## config.mk

```make
export PLATFORM = sky130hd
export DESIGN_NAME = skp_os_detector
export DESIGN_NICKNAME = d
export VERILOG_FILES = /design/src/rtl/skp_os_pkg.sv /design/src/rtl/skp_word_class.sv /design/src/rtl/skp_align_fsm.sv /design/src/rtl/skp_out_stage.sv /design/src/rtl/skp_os_detector.sv
export SDC_FILE = /design/constraint.sdc
export NUM_CORES = 1
export LEC_CHECK = 0
export BUFFER_PORTS_ARGS = -buffer_cell sky130_fd_sc_hd__clkbuf_2
export CORE_MARGIN = 4
export CORE_UTILIZATION = 45
export CTS_CLUSTER_SIZE = 20
export DETAILED_ROUTE_END_ITERATION = 10
export PLACE_DENSITY = 0.76
export RECOVER_POWER = 25
export SLEW_MARGIN = 10
export SYNTH_ARGS = -nofsm -noshare
export SYNTH_HDL_FRONTEND = slang
export SYNTH_SLANG_ARGS = --single-unit
```

## constraint.sdc

```tcl
create_clock -name clk -period 1.8 [get_ports clk]
set_input_delay 0.18 -clock clk [delete_from_list [all_inputs] [get_ports clk]]
set_output_delay 0.18 -clock clk [all_outputs]
set_load 0.005 [all_outputs]
```

## src/rtl/skp_os_pkg.sv

```systemverilog
package skp_os_pkg;

  localparam int WORD_W = 32;

  typedef enum logic [1:0] {
    LS_HUNT   = 2'd0,
    LS_LOCKED = 2'd1,
    LS_LOST   = 2'd2
  } lane_state_e;

  localparam logic [1:0]        HDR_OS        = 2'b01;
  localparam logic [1:0]        HDR_DATA      = 2'b10;
  localparam logic [WORD_W-1:0] SKP_BODY_WORD = 32'hAAAA_AAAA;
  localparam logic [7:0]        SKP_END_BYTE  = 8'hE1;
  localparam logic [2:0]        ST_OK         = 3'b000;
  localparam logic [2:0]        ST_DEC_ERR    = 3'b100;

  function automatic logic hdr_legal(input logic [1:0] h);
    return (h == HDR_OS) || (h == HDR_DATA);
  endfunction

  function automatic logic word_is_body(input logic [WORD_W-1:0] w);
    return w == SKP_BODY_WORD;
  endfunction

  function automatic logic word_is_end(input logic [WORD_W-1:0] w);
    return w[7:0] == SKP_END_BYTE;
  endfunction

endpackage

```

## src/rtl/skp_word_class.sv

```systemverilog
module skp_word_class
  import skp_os_pkg::*;
(
  input  logic [WORD_W-1:0] word,
  input  logic [1:0]        hdr,
  output logic              is_body,
  output logic              is_end,
  output logic              hdr_ok,
  output logic              hdr_os
);
  always_comb begin
    is_body = word_is_body(word);
    is_end  = word_is_end(word);
    hdr_ok  = hdr_legal(hdr);
    hdr_os  = (hdr == HDR_OS);
  end
endmodule

```

## src/rtl/skp_align_fsm.sv

```systemverilog
module skp_align_fsm
  import skp_os_pkg::*;
#(
  parameter int BLK_WORDS = 4,
  parameter int MAX_BODY  = 5
) (
  input  logic        clk,
  input  logic        rst,
  input  logic        blk_start,
  input  logic        recover,
  input  logic        is_body,
  input  logic        is_end,
  input  logic        hdr_ok,
  input  logic        hdr_os,
  output logic        o_valid,
  output logic [2:0]  o_status,
  output logic        o_skp,
  output logic        o_first,
  output lane_state_e mode,
  output logic        skp_active,
  output logic        ev_first,
  output logic        ev_lose
);
  localparam int POS_W = (BLK_WORDS > 1) ? $clog2(BLK_WORDS) : 1;
  localparam int CNT_W = $clog2(MAX_BODY + 1);
  localparam logic [POS_W-1:0] LAST_POS = POS_W'(BLK_WORDS - 1);
  localparam logic [CNT_W-1:0] CNT_MAX  = CNT_W'(MAX_BODY);

  lane_state_e      mode_n;
  logic [POS_W-1:0] wpos, wpos_n;
  logic [CNT_W-1:0] body_cnt, body_cnt_n;
  logic             skp_n, blk_bad, blk_bad_n;

  function automatic logic [POS_W-1:0] pos_step(input logic [POS_W-1:0] p);
    return (p == LAST_POS) ? '0 : p + 1'b1;
  endfunction

  always_comb begin
    mode_n     = mode;
    wpos_n     = wpos;
    body_cnt_n = body_cnt;
    skp_n      = skp_active;
    blk_bad_n  = blk_bad;
    o_valid    = 1'b0;
    o_status   = ST_OK;
    o_skp      = 1'b0;
    o_first    = 1'b0;
    ev_first   = 1'b0;
    ev_lose    = 1'b0;

    case (mode)
      LS_HUNT:   ev_first = blk_start;
      LS_LOCKED: ev_first = !skp_active && (wpos == '0);
      default:   ev_first = 1'b0;
    endcase

    if (mode == LS_LOST) begin
      if (recover) begin
        mode_n = LS_HUNT;
      end else begin
        o_status = ST_DEC_ERR;
      end
    end else if (ev_first) begin
      mode_n    = LS_LOCKED;
      o_valid   = 1'b1;
      o_first   = 1'b1;
      blk_bad_n = !hdr_ok;
      o_status  = hdr_ok ? ST_OK : ST_DEC_ERR;
      if (hdr_ok && hdr_os && is_body) begin
        skp_n      = 1'b1;
        body_cnt_n = CNT_W'(1);
        wpos_n     = '0;
      end else begin
        wpos_n = pos_step('0);
      end
    end else if (mode == LS_LOCKED && skp_active) begin
      if (is_body && body_cnt != CNT_MAX) begin
        body_cnt_n = body_cnt + 1'b1;
        o_valid    = 1'b1;
      end else if (!is_body && is_end) begin
        skp_n   = 1'b0;
        wpos_n  = '0;
        o_skp   = 1'b1;
        o_valid = 1'b1;
      end else begin
        ev_lose = 1'b1;
      end
    end else if (mode == LS_LOCKED) begin
      wpos_n   = pos_step(wpos);
      o_valid  = 1'b1;
      o_status = blk_bad ? ST_DEC_ERR : ST_OK;
    end

    if (ev_lose) begin
      mode_n   = LS_LOST;
      skp_n    = 1'b0;
      o_status = ST_DEC_ERR;
      o_valid  = 1'b0;
    end
  end

  always_ff @(posedge clk) begin
    if (rst) begin
      mode       <= LS_HUNT;
      wpos       <= '0;
      body_cnt   <= '0;
      skp_active <= 1'b0;
      blk_bad    <= 1'b0;
    end else begin
      mode       <= mode_n;
      wpos       <= wpos_n;
      body_cnt   <= body_cnt_n;
      skp_active <= skp_n;
      blk_bad    <= blk_bad_n;
    end
  end
endmodule

```

## src/rtl/skp_out_stage.sv

```systemverilog
module skp_out_stage
  import skp_os_pkg::*;
(
  input  logic              clk,
  input  logic              rst,
  input  logic [WORD_W-1:0] d_word,
  input  logic              d_valid,
  input  logic [2:0]        d_status,
  input  logic              d_skp,
  input  logic              d_first,
  output logic [WORD_W-1:0] q_word,
  output logic              q_valid,
  output logic [2:0]        q_status,
  output logic              q_skp,
  output logic              q_first
);
  always_ff @(posedge clk) begin
    if (rst) begin
      q_word   <= '0;
      q_valid  <= 1'b0;
      q_status <= ST_OK;
      q_skp    <= 1'b0;
      q_first  <= 1'b0;
    end else begin
      q_word   <= d_word;
      q_valid  <= d_valid;
      q_status <= d_status;
      q_skp    <= d_skp;
      q_first  <= d_first;
    end
  end
endmodule

```

## src/rtl/skp_os_detector.sv

```systemverilog
module skp_os_detector
  import skp_os_pkg::*;
#(
  parameter int BLK_WORDS = 4,
  parameter int MAX_BODY  = 5
) (
  input  logic        clk,
  input  logic        rst,
  input  logic [31:0] in_word,
  input  logic [1:0]  in_hdr,
  input  logic        blk_start,
  input  logic        recover,
  output logic [31:0] rx_data,
  output logic        rx_valid,
  output logic [2:0]  rx_status,
  output logic        skp_detected,
  output logic        blk_first
);
  logic        cls_body, cls_end, cls_hdr_ok, cls_hdr_os;
  logic        nx_valid, nx_skp, nx_first;
  logic [2:0]  nx_status;
  lane_state_e mode;
  logic        skp_active, ev_first, ev_lose;

  skp_word_class u_class (
    .word    (in_word),
    .hdr     (in_hdr),
    .is_body (cls_body),
    .is_end  (cls_end),
    .hdr_ok  (cls_hdr_ok),
    .hdr_os  (cls_hdr_os)
  );

  skp_align_fsm #(
    .BLK_WORDS (BLK_WORDS),
    .MAX_BODY  (MAX_BODY)
  ) u_fsm (
    .clk        (clk),
    .rst        (rst),
    .blk_start  (blk_start),
    .recover    (recover),
    .is_body    (cls_body),
    .is_end     (cls_end),
    .hdr_ok     (cls_hdr_ok),
    .hdr_os     (cls_hdr_os),
    .o_valid    (nx_valid),
    .o_status   (nx_status),
    .o_skp      (nx_skp),
    .o_first    (nx_first),
    .mode       (mode),
    .skp_active (skp_active),
    .ev_first   (ev_first),
    .ev_lose    (ev_lose)
  );

  skp_out_stage u_out (
    .clk      (clk),
    .rst      (rst),
    .d_word   (in_word),
    .d_valid  (nx_valid),
    .d_status (nx_status),
    .d_skp    (nx_skp),
    .d_first  (nx_first),
    .q_word   (rx_data),
    .q_valid  (rx_valid),
    .q_status (rx_status),
    .q_skp    (skp_detected),
    .q_first  (blk_first)
  );
endmodule

```

Word-level counts from Yosys, hierarchy flattened
Cells that the tools add are included.

word-level totals
  register bits = 47
  input port bits = 38
  output and inout bits = 38
  word-level logic and storage cells = 98

cells by class
  $add $sub $neg = 2
  equal/unequal tests = 14
  multiplexer cells = 40
  bitwise logic cells = 2
  reduce and logical (&&, ||, !) cells = 28

operators with widths
  kind                  number
  $mux 3                12
  $eq 32x32->1 const B  1
  $mux 2                10
  $mux 1                17
  $ne 3x3->1 const B    4
  $eq 8x8->1 const B    1
  $reduce_and 4->1      2
  $reduce_bool 2->1     4
  $eq 2x2->1 const B    3
  $logic_and 1x1->1     6
  $reduce_and 2->1      3
  $reduce_bool 3->1     2
  $reduce_and 5->1      1
  $reduce_or 5->1       1
  $eq 2x1->1 const B    2
  $logic_not 2->1       2
  $ne 2x2->1 const B    2
  $reduce_or 2->1       2
  $add 3x1->3 const B   1
  $logic_not 1->1       3
  $reduce_or 3->1       1
  $add 2x1->2 const B   1
  $ne 2x1->1 const B    1
  $not 1->1             2
  2 further kinds       2

Logic depth before layout (Yosys ltp)
Gate-level depths: netlist (run 1).

  depth after elaboration = 10
  depth in mapped cells = 7
  gate-level depth less buffers = 7

Hierarchy
Synthesis (run 1) repeated with hierarchy kept, for this count alone.

second synthesis, totals
  cell total of the unflattened synthesis = 166
  area total of the unflattened synthesis = 1941.9 um^2

by module, submodules not included
  module          instances  cells an instance  area each (um^2)  seq. area each (um^2)
  skp_out_stage   1          80                 1212.4            760.7
  skp_align_fsm   1          70                 596.8             180.2
  skp_word_class  1          16                 132.6             0.0

Worst setup path before layout (run 1)
Ideal clock, no wire load.

  path kind = flip-flop to flip-flop
  start point = reg u_fsm.body_cnt[1]
  end point = reg u_fsm.body_cnt[2]
  setup time = 0.117 ns
  arrival time = 1.314 ns
  required time = 1.683 ns
  setup slack = 0.369 ns
  stages on the path, launching flop included = 8
  path buffers = 0
  period minus slack after synthesis = 1.431 ns
  cells stage by stage = dfxtp_1 inv_1 ha_1 and2_1 nor2_1 and2_1 o21ai_1 a32o_1

on the way
  word-level cells in the longest chain between the ends = 4
  elaborated cells on any way between the ends = 8
  those cells by class = 1 x add/sub; 1 x eq/ne; 3 x mux; 3 x reduce/logical

RTL lines
  item                                         RTL line                                  text
  start: declaration                           skp_align_fsm.sv:31                       logic [CNT_W-1:0] body_cnt, body_cnt_n;
  start signal: assignment                     skp_align_fsm.sv:112                      body_cnt <= body_cnt_n;
  $add 3x1->3 or $ne 3x3->1 (tied branches)    skp_align_fsm.sv:78, skp_align_fsm.sv:77
  $mux 3 or $logic_and 1x1->1 (tied branches)  skp_align_fsm.sv:77                       if (is_body && body_cnt != CNT_MAX) begin
  $mux 3 or $reduce_bool 2->1 (tied branches)  n/a
  $mux 3 or $reduce_and 4->1 (tied branches)   n/a

Several ways; a longest one is shown, not always the timed one. The select of a mux whose other input is x is not followed.
A chain may end at the register's enable or synchronous reset.

Worst setup path after layout (run 1)
Ends and elaborated chain as after synthesis.

==> impl_metrics.toml, run 1 <==
[setup_path]
critPathMaxFanout = 4
critical_path.most_common_cell = "and2_1"
crit_arrival_ps = 1770
cp.required_ps = 1990
path_class = "reg2reg"
regToRegEndpoint = "u_fsm.body_cnt[2]"
setup.worst_path.end_class = "register"
timing.rr.start = "u_fsm.body_cnt[1]"
crit_chain = "inv_1 -> ha_1 -> and2_1 -> nor2_1 -> and2_1 -> o21ai_1 -> a32o_1"
slowest_stage = "dfxtp_1"
worstRegToRegCells = 7
ff2ff_setup_slack_ps = 220
start_kind = "register"
startpoint = "u_fsm.body_cnt[1]"
path_delay_family = "simple AND/OR/NAND/NOR gates"
critical_path.max_stage_delay_ps = 350
path_buf_inv = 1

[global_route]
grt_usage_pct = 16.3
gr-total-overflow = 0
grt_max_degree = 26
grt_pass1_vias = 1387
grt_pass1_wl_microns = 6450
antenna_found_initial = 0

[routing]
drtPass1Iterations = 4
wl_met3_microns = 268
met2_length_microns = 1850
drt_wl_total_microns = 3740
wl_met1_microns = 1590
routed_via_density = 4.77
antenna_left = 0
drt_iter0_markers = 88
dr_total_vias = 1417
wl_per_cell_microns = 12.6
drc_errors = 0
top_layer = "met4"

[clock_network]
clk_pin_slew_worst_paths_ps = 80
htree_levels = 2
ctsResizeCount = 0
numCtsBuffers = 5
cts.sinks = 45
ctsRootBufferMaster = "clkbuf_8"
clock_latency_ps = 290
ctsHoldBuffers = 0
post_cts.repair.setup_buffers = 0
cts_tree = "done"
clock_path_buffers = 2

[floorplan]
num_rows = 22
die_w_microns = 70.1
start_util_pct = 47.1
dieArea_sq_um = 4920
core-area_sq_um = 3690
ios = 76
die_h_microns = 70.1

[sta]
maxSlewViolCount = 0
hold_viol_final = 0
max-slew-margin-rel_pct = 35.8
whs_ps = 101
skew_ps = 7.19
tightest_slew_ps = 964
fin_crit_sh_pct = 87.7
tns_ps = 0
timing.fmax_mhz = 633
rsz0062_at_grt = "false"
period_needed_ps = 1580
setup_violations = 0

[finish]
fin_nets = 291
final_common_cell = "clkbuf_2"
n_antenna_cell = 0
seqCellArea_sq_um = 901
postLayoutCoreUtil_pct = 61.2
drive_above_1_share_pct = 36.1
layout_common_cells = "clkbuf_2 (73), dfxtp_1 (45), nor2b_1 (36), nor2_1 (19), inv_1 (10)"
multi_input_area_sq_um = 769
fill_cells = 332
synthToLayoutAreaGrowth_pct = 29.9

[status]
status = "complete, no violations"

[yosys]
synthTopCellsByArea = "dfxtp_1 (52%), nor2b_1 (13%), nor2_1 (4.1%)"
yosysTopAreaCell = "dfxtp_1"
syn-cell-area_sq_um = 1740
synth_cell_types = 37
yosys.area.top_type_share_pct = 51.8
synth.avg_cell_area_sq_um = 10.0
synthCells = 173
yosys_warnings = 0
seq_area_frac_synth_pct = 51.8
ys_ff_latch = 45

[hold_path]
hp-class = "in2reg"
min_from = "in_word[28]"
hold_depth = 2
hold_end = "u_out.q_word[28]"

[pwr]
peakVddDrop_v = 0.000471
power.leakage_nw = 1.04
p_per_area_nw_per_um2 = 916

[placed_design]
place_congestion = 0.783
dp_hpwl_microns = 2970
portBuffers = 73

[run]
maxCapViolations = 0
[power breakdown]
part	internal [W]	switching [W]
combinational	0.000109	0.000107
sequential	0.00105	0.0000194
clock	0.000451	0.000332
total	0.00161	0.000459
[cells in the mapped netlist (all sizes together)]
cell type / count
o21bai: 1
a32oi: 2
nand4: 4
nand3: 1
conb: 1
o21ai: 5
nor4: 2
inv: 10
a32o: 2
nor2b: 36
nand3b: 1
ha: 5
nor2: 19
clkbuf: 5
nand4bb: 1
o311ai: 1
a31o: 1
nand4b: 1
or2: 1
nand2: 4
and4bb: 3
nor4bb: 2
dfxtp: 45
and4b: 2
buf: 2
or4: 1
and2: 2
a41oi: 1
mux2i: 1
a31oi: 1
a21oi: 6
a22oi: 1
nor4b: 3
[worst max-delay path by stage]
| stage | slack, ps | endpoint | depth (start not counted) |
|---|---|---|---|
| floorplan | 370 | u_fsm.body_cnt[2] | 7 |
| global placement | 130 | u_fsm.wpos[0] | 6 |
| detailed placement | 110 | u_fsm.body_cnt[2] | 6 |
| CTS | 230 | u_fsm.body_cnt[2] | 7 |
| global route | 90 | u_fsm.body_cnt[2] | 7 |
| finish | 220 | u_fsm.body_cnt[2] | 7 |
[layout make-up]
type | instances | share of cell area (%)
Clock inverter | 2 | 1.66
Clock buffer | 6 | 3.66
Sequential cell | 45 | 39.9
Timing Repair Buffer | 74 | 16.4
Inverter | 10 | 1.66
Multi-Input combinational cell | 112 | 34.1
Tap cell | 48 | 2.66
[sequential cells by signal, summed over array words and instances, names as in the netlist]
| name | count |
|---|---|
| u_fsm.body_cnt | 3 |
| u_out.q_word | 32 |
| u_out.q_valid | 1 |
| u_out.q_skp | 1 |
| u_out.q_first | 1 |
| u_fsm.mode | 2 |
| u_fsm.wpos | 2 |
| u_fsm.blk_bad | 1 |
| u_fsm.skp_active | 1 |
| u_out.q_status | 1 |
[cells by family after synthesis]
| group | count (synthesis) | synth area share (%) |
|---|---|---|
| simple gates | 83 | 31.2 |
| flops | 45 | 51.8 |
| compound gates | 21 | 8.50 |
| buf+inv | 17 | 4.10 |
| fa+ha+maj | 5 | 3.60 |
| mux | 1 | 0.576 |
| other cells | 1 | 0.216 |
[layer usage]
metal | vias to the layer above | track usage (%)
li1 | 734 | -
met3 | 5 | 6.19
met5 | - | 0
met1 | 631 | 19.2
met4 | 0 | 4.47
met2 | 47 | 27.6
[metrics by stage]
stage          total power (W)  worst slack, ps  instance area [sq um]  instances
2_1_floorplan          0.00120              369                   1740        174
3_3_place_gp           0.00131              130                   2140        289
3_5_place_dp           0.00131              110                   2140        289
4_1_cts                0.00209              228                   2260        297
5_1_grt                0.00217             86.0                   2260        297
6_report               0.00207              221                   2260        297
No activity file was read; power rests on OpenSTA's default activity.
==> run 2, diff against run 1 <==
--- a/config.mk
+++ b/config.mk
@@ -5,6 +5,7 @@
 export SDC_FILE = /design/constraint.sdc
 export NUM_CORES = 1
 export LEC_CHECK = 0
+export ABC_AREA = 1
 export BUFFER_PORTS_ARGS = -buffer_cell sky130_fd_sc_hd__clkbuf_2
 export CORE_MARGIN = 4
 export CORE_UTILIZATION = 45
==> run 2 against run 1 <==
- setup slack better by 100 ps
- first-iteration DRC count up 18%
- non-clock buffer count grew 1
- power rose by 6.4%
- critical path depth increased by 3
- die area rose by 4.7%
- sequential share of layout area decreased by 1.4 points
- core utilization up 0.47 points
==> impl_metrics.toml, run 2 <==
[finish]
synthToLayoutAreaGrowth_pct = 28.0
multi_input_area_sq_um = 703
seqCellArea_sq_um = 901
top_regs = "u_out.q_word: 32 flops, u_fsm.body_cnt: 3 flops"
layout_common_cells = "clkbuf_2 (72), dfxtp_1 (45), inv_1 (43), nor2_1 (41), nand2_1 (37)"
n_antenna_cell = 0
postLayoutCoreUtil_pct = 61.7
final_common_cell = "clkbuf_2"
largest_register_ff_count = 32
fill_cells = 353
top_register = "u_out.q_word"
fin_nets = 357
drive_above_1_share_pct = 34.3

[pwr]
switching_share_pct = 24.9
clkPwrFrac_pct = 35.2
power.leakage_nw = 1.27
seqPwrFrac_pct = 49.6
p_per_area_nw_per_um2 = 939
switching_power_w = 0.000547
combPwrFrac_pct = 15.2
p_int_w = 0.00165
peakVddDrop_v = 0.000562

[yosys]
synth_common_cells = "dfxtp_1 (45), inv_1 (43), nor2_1 (41), nand2_1 (37), a21oi_1 (10)"
synthTopCellsByArea = "dfxtp_1 (49%), inv_1 (8.8%), nor2_1 (8.4%)"
synth_edf_count = 0
yosys.area.top_type_share_pct = 49.2
yosys_warnings = 0
synth.avg_cell_area_sq_um = 7.72
synthCells = 237
syn-cell-area_sq_um = 1830
ys_ff_latch = 45
synth-main-ff-cell = "dfxtp_1"
synthArstFlopShare_pct = 0
yosysTopAreaCell = "dfxtp_1"
seq_area_frac_synth_pct = 49.2
synth_cell_types = 26
yosysMostFrequentCell = "dfxtp_1"

[sta]
tightest_slew_ps = 898
setup_violations = 0
rsz0062_at_grt = "false"
skew_ps = 3.41
hold_viol_final = 0
tns_ps = 0
max-slew-margin-rel_pct = 40.2
maxSlewViolCount = 0
timing.fmax_mhz = 677
period_needed_ps = 1480
fin_crit_sh_pct = 82.0

[setup_path]
setup.worst_path.end_class = "register"
crit_chain = "inv_1 -> ha_1 -> nand2_1 -> nand2_1 -> nand2_4 -> inv_4 -> a21oi_1 -> nand2_1 -> nand2_1 -> a21oi_2"
critical_path.max_stage_delay_ps = 350
slowest_stage = "dfxtp_1"
cp.required_ps = 1950
path_buf_inv = 2
path_delay_family = "simple AND/OR/NAND/NOR gates"
path_class = "reg2reg"
critical_path.most_common_cell = "nand2_1"
crit_arrival_ps = 1630
start_kind = "register"
critPathMaxFanout = 7

[floorplan]
num_rows = 22
core-area_sq_um = 3800
start_util_pct = 48.2
dieArea_sq_um = 5150
ios = 76
die_h_microns = 71.8
die_w_microns = 71.8

[clock_network]
clock_path_buffers = 2
ctsRootBufferMaster = "clkbuf_8"
ctsHoldBuffers = 0
ctsResizeCount = 0
clk_pin_slew_worst_paths_ps = 80
cts_tree = "done"
post_cts.repair.setup_buffers = 0
cts.sinks = 45
htree_levels = 2
clock_latency_ps = 290
numCtsBuffers = 5

[routing]
drt_wl_total_microns = 3950
drtPass1Iterations = 4
dr_total_vias = 1619
wl_per_cell_microns = 10.9
antenna_left = 0
drc_errors = 0
routed_via_density = 4.46
drt_iter0_markers = 104

[global_route]
grt_pass1_vias = 1524
gr-total-overflow = 0
grt_pass1_wl_microns = 6480
grt_max_degree = 21
antenna_found_initial = 0
grt_usage_pct = 15.7

[status]
status = "complete, no violations"

[placed_design]
place_congestion = 0.871
dp_hpwl_microns = 3090
portBuffers = 73

[run]
maxCapViolations = 0

[hold_path]
hp-class = "in2reg"
## run 2: cell types whose count changed in the layout (fill, tap and decap cells not counted), moves of 4 or more
cell | before | now
inv_1 | 10 | 43
inv_2 | 0 | 6
nand2_2 | 0 | 7
nand2_1 | 4 | 37
nor2_1 | 19 | 41
nor3_1 | 0 | 5
a21oi_1 | 6 | 10
nor2b_1 | 36 | 0
nor2_2 | 0 | 6
## run 2: kinds of logic after synthesis
family,Yosys count,share of synthesized area (%)
simple gates,112,28.8
buf+inv,56,12.6
fa+ha+maj,5,3.42
other cells,1,0.205
xor+xnor,1,0.479
flops,45,49.2
compound gates,17,5.33
## run 2: power by group through the flow
stage,combinational (W),clock [W],sequential [W]
2_1_floorplan,0.000202,0,0.00112
3_3_place_gp,0.000329,0,0.00111
3_5_place_dp,0.000335,0,0.00111
4_1_cts,0.000340,0.000789,0.00109
5_1_grt,0.000384,0.000836,0.00110
6_report,0.000334,0.000774,0.00109
## run 2: final cells by class
class                      count  area share [%]
inverter                      50            8.12
sequential                    45            38.5
multi-input combinational    137            30.0
clock buffer                   7            3.69
clock inverter                 1            1.28
timing repair buffer          75            15.9
tap                           48            2.56
## run 2: final timing paths
kind / from / end / slack, ps / cells after the start
worst max-delay path: u_fsm.wpos[0] / u_fsm.body_cnt[2] / 320 / 10
worst min-delay path: in_word[31] / u_out.q_word[31] / 80 / 3
worst max register to register: u_fsm.wpos[0] / u_fsm.body_cnt[2] / 320 / 10
worst min register to register: u_fsm.wpos[1] / u_fsm.wpos[1] / 500 / 2
## run 2: worst reg2reg max path, stage by stage (launching register included)
cell and delay (ps):
dfxtp_1 350, inv_1 60, ha_1 190, nand2_1 60, nand2_1 90, nand2_4 140
inv_4 60, a21oi_1 190, nand2_1 80, nand2_1 70, a21oi_2 50
## run 2: layer usage
metal	vias up	part of all wire, %	track usage, %
met1	695	41	18.1
met4	0	1.7	6.89
met5	-	0	0
met2	61	49	27.7
met3	8	8.6	3.51
li1	855	-	-
## run 2: stage by stage
stage               instances  worst slack [ps]  hold slack (ps)  total power, W  instance area (sq um)
floorplan                 238               493              287         0.00132                   1830
global placement          355               443              387         0.00144                   2230
detailed placement        355               394              391         0.00145                   2230
CTS                       363               359             74.6         0.00222                   2350
global route              363               173             75.3         0.00232                   2340
finish                    363               323             77.8         0.00220                   2340
==> run 3, diff against run 2 <==
--- a/config.mk
+++ b/config.mk
@@ -8,10 +8,10 @@
 export ABC_AREA = 1
 export BUFFER_PORTS_ARGS = -buffer_cell sky130_fd_sc_hd__clkbuf_2
 export CORE_MARGIN = 4
-export CORE_UTILIZATION = 45
+export CORE_UTILIZATION = 42
 export CTS_CLUSTER_SIZE = 20
 export DETAILED_ROUTE_END_ITERATION = 10
-export PLACE_DENSITY = 0.76
+export PLACE_DENSITY = 0.74
 export RECOVER_POWER = 25
 export SLEW_MARGIN = 10
 export SYNTH_ARGS = -nofsm -noshare
==> constraint.sdc (replaced) <==
create_clock -name clk -period 1.3 [get_ports clk]
set_input_delay 0.13 -clock clk [delete_from_list [all_inputs] [get_ports clk]]
set_output_delay 0.13 -clock clk [all_outputs]
set_load 0.005 [all_outputs]
==> run 3 against run 2 <==
- the run now ends with setup timing left
- clock-buffer cell count is 2 lower
- setup slack worse by 330 ps
- register-to-register slack worse by 330 ps
==> impl_metrics.toml, run 3 (synthesis gave the netlist of run 2 again) <==
[setup_path]
setup.worst_path.end_class = "register"
ff2ff_setup_slack_ps = -3
worstRegToRegCells = 12
path_class = "reg2reg"
critPathMaxFanout = 6
regToRegEndpoint = "u_fsm.body_cnt[1]"
startpoint = "u_fsm.mode[1]"
start_kind = "register"
crit_arrival_ps = 1530
cp.required_ps = 1530
timing.rr.start = "u_fsm.mode[1]"
crit_end = "u_fsm.body_cnt[1]"

[routing]
top_layer = "met4"
drt_iter0_markers = 47
drc_errors = 0
drtPass1Iterations = 4
wl_met3_microns = 319
wl_met1_microns = 1630
routed_via_density = 4.41
drt_wl_total_microns = 3920
dr_total_vias = 1627
wl_per_cell_microns = 10.6
met2_length_microns = 1900
antenna_left = 0

[finish]
final_common_cell = "clkbuf_2"
fin_area_sq_um = 2440
drive_above_1_share_pct = 41.7
final_cells = 369
synthToLayoutAreaGrowth_pct = 33.4
top_regs = "u_out.q_word: 32 flops, u_fsm.body_cnt: 3 flops"
top_register = "u_out.q_word"
largest_register_ff_count = 32
layout_common_cells = "clkbuf_2 (73), dfxtp_1 (42), nor2_1 (41), inv_1 (40), nand2_1 (31)"
fin_nets = 363
n_antenna_cell = 0

[clock_network]
cts_tree = "done"
numCtsBuffers = 5
clock_latency_ps = 290
clk_pin_slew_worst_paths_ps = 80
clock_path_buffers = 2
htree_levels = 2
cts.sinks = 45
ctsRootBufferMaster = "clkbuf_8"

[sta]
whs_ps = 34.2
maxSlewViolCount = 0
period_needed_ps = 1300
skew_ps = 5.73
fin_crit_sh_pct = 100
rsz0062_at_grt = "true"
timing.fmax_mhz = 767
fin_ws_ps = -2.99
setup_violations = 1
hold_viol_final = 0

[floorplan]
die_w_microns = 74.0
start_util_pct = 44.5
dieArea_sq_um = 5480
core-area_sq_um = 4120
ios = 76
die_h_microns = 74.0
num_rows = 23

[pwr]
seqPwrFrac_pct = 52.9
switching_power_w = 0.000780
p_per_area_nw_per_um2 = 1170
p_int_w = 0.00208
power.leakage_nw = 1.30
switching_share_pct = 27.3
combPwrFrac_pct = 19.9
clkPwrFrac_pct = 27.2
peakVddDrop_v = 0.000437

[global_route]
antenna_found_initial = 0
grt_usage_pct = 14.2
grt_pass1_vias = 1483
gr-total-overflow = 0
grt_pass1_wl_microns = 6000
grt_max_degree = 18

[run]
maxCapViolations = 0

[placed_design]
portBuffers = 73
place_area_sq_um = 2270
dp_hpwl_microns = 3130
post-place-cells = 362
place_congestion = 0.776

[hold_path]
hp-class = "in2reg"

[status]
status = "complete, but fails checks"
violations = "setup timing"
## run 3: changes by cell type in the layout (fill, tap and decap cells not counted), moves of 4 or more
cell | before | now
clkbuf_1 | 4 | 0
nand2_1 | 37 | 31
nand2_4 | 2 | 6
buf_4 | 0 | 8
## run 3: cell type report
| type | instances | area (sq um) |
|---|---|---|
| Inverter | 50 | 193 |
| Multi-Input combinational cell | 137 | 782 |
| Fill cell | 393 | 1670 |
| Timing Repair Buffer | 81 | 425 |
| Clock inverter | 1 | 5.00 |
| Clock buffer | 5 | 68.8 |
| Tap cell | 50 | 62.6 |
| Sequential cell | 45 | 905 |
## run 3: through the flow
step | setup slack (ps) | total power, W | TNS (ps) | utilization, %
floorplan | 3.89 | 0.00182 | 0 | -
global placement | -23.2 | 0.00202 | -41.2 | 55.3
detailed placement | -103 | 0.00203 | -377 | 55.3
CTS | 6.70 | 0.00282 | 0 | 57.6
global route | -89.6 | 0.00300 | -391 | 59.3
finish | -2.99 | 0.00286 | -2.99 | 59.3
## run 3: metal layers
layer	track usage, %	vias up
met2	26.1	50
met1	15.4	705
met5	0	-
met4	6.04	0
li1	-	864
met3	3.65	8
## run 3: how the worst min path moves through the flow
stage                start               end  slack, ps  cells after the start
2_1_floorplan  in_word[28]  u_out.q_word[28]        240                      2
3_3_place_gp   in_word[25]  u_out.q_word[25]        330                      3
3_5_place_dp   in_word[25]  u_out.q_word[25]        340                      3
4_1_cts        in_word[25]  u_out.q_word[25]         30                      3
5_1_grt        in_word[11]  u_out.q_word[11]         30                      3
6_report       in_word[25]  u_out.q_word[25]         30                      3
## run 3: power groups by stage
stage | sequential [W] | clock [W] | combinational (W)
after floorplan | 0.00155 | 0 | 0.000280
after global placement | 0.00154 | 0 | 0.000481
after detailed placement | 0.00154 | 0 | 0.000492
after CTS | 0.00151 | 0.000795 | 0.000517
after global routing | 0.00152 | 0.000842 | 0.000638
final | 0.00151 | 0.000775 | 0.000569
## run 3: worst max-delay path, cell delays in order (launching register included)
cell and delay [ps]:
dfxtp_1 380, inv_1 90, nand2_2 100, nand2_4 70, nand2_4 120, inv_4 60
nand2_4 70, nand2_4 60, inv_4 60, nand2_4 50, nand2_2 60, nand2_2 60
nor2_2 70
## run 3: what timing repair did
action,in CTS,in global routing
hold buffers,0,0
pin swaps,3,5
setup endpoints to repair,8,9
resized for setup,11,17
buffers inserted,0,1
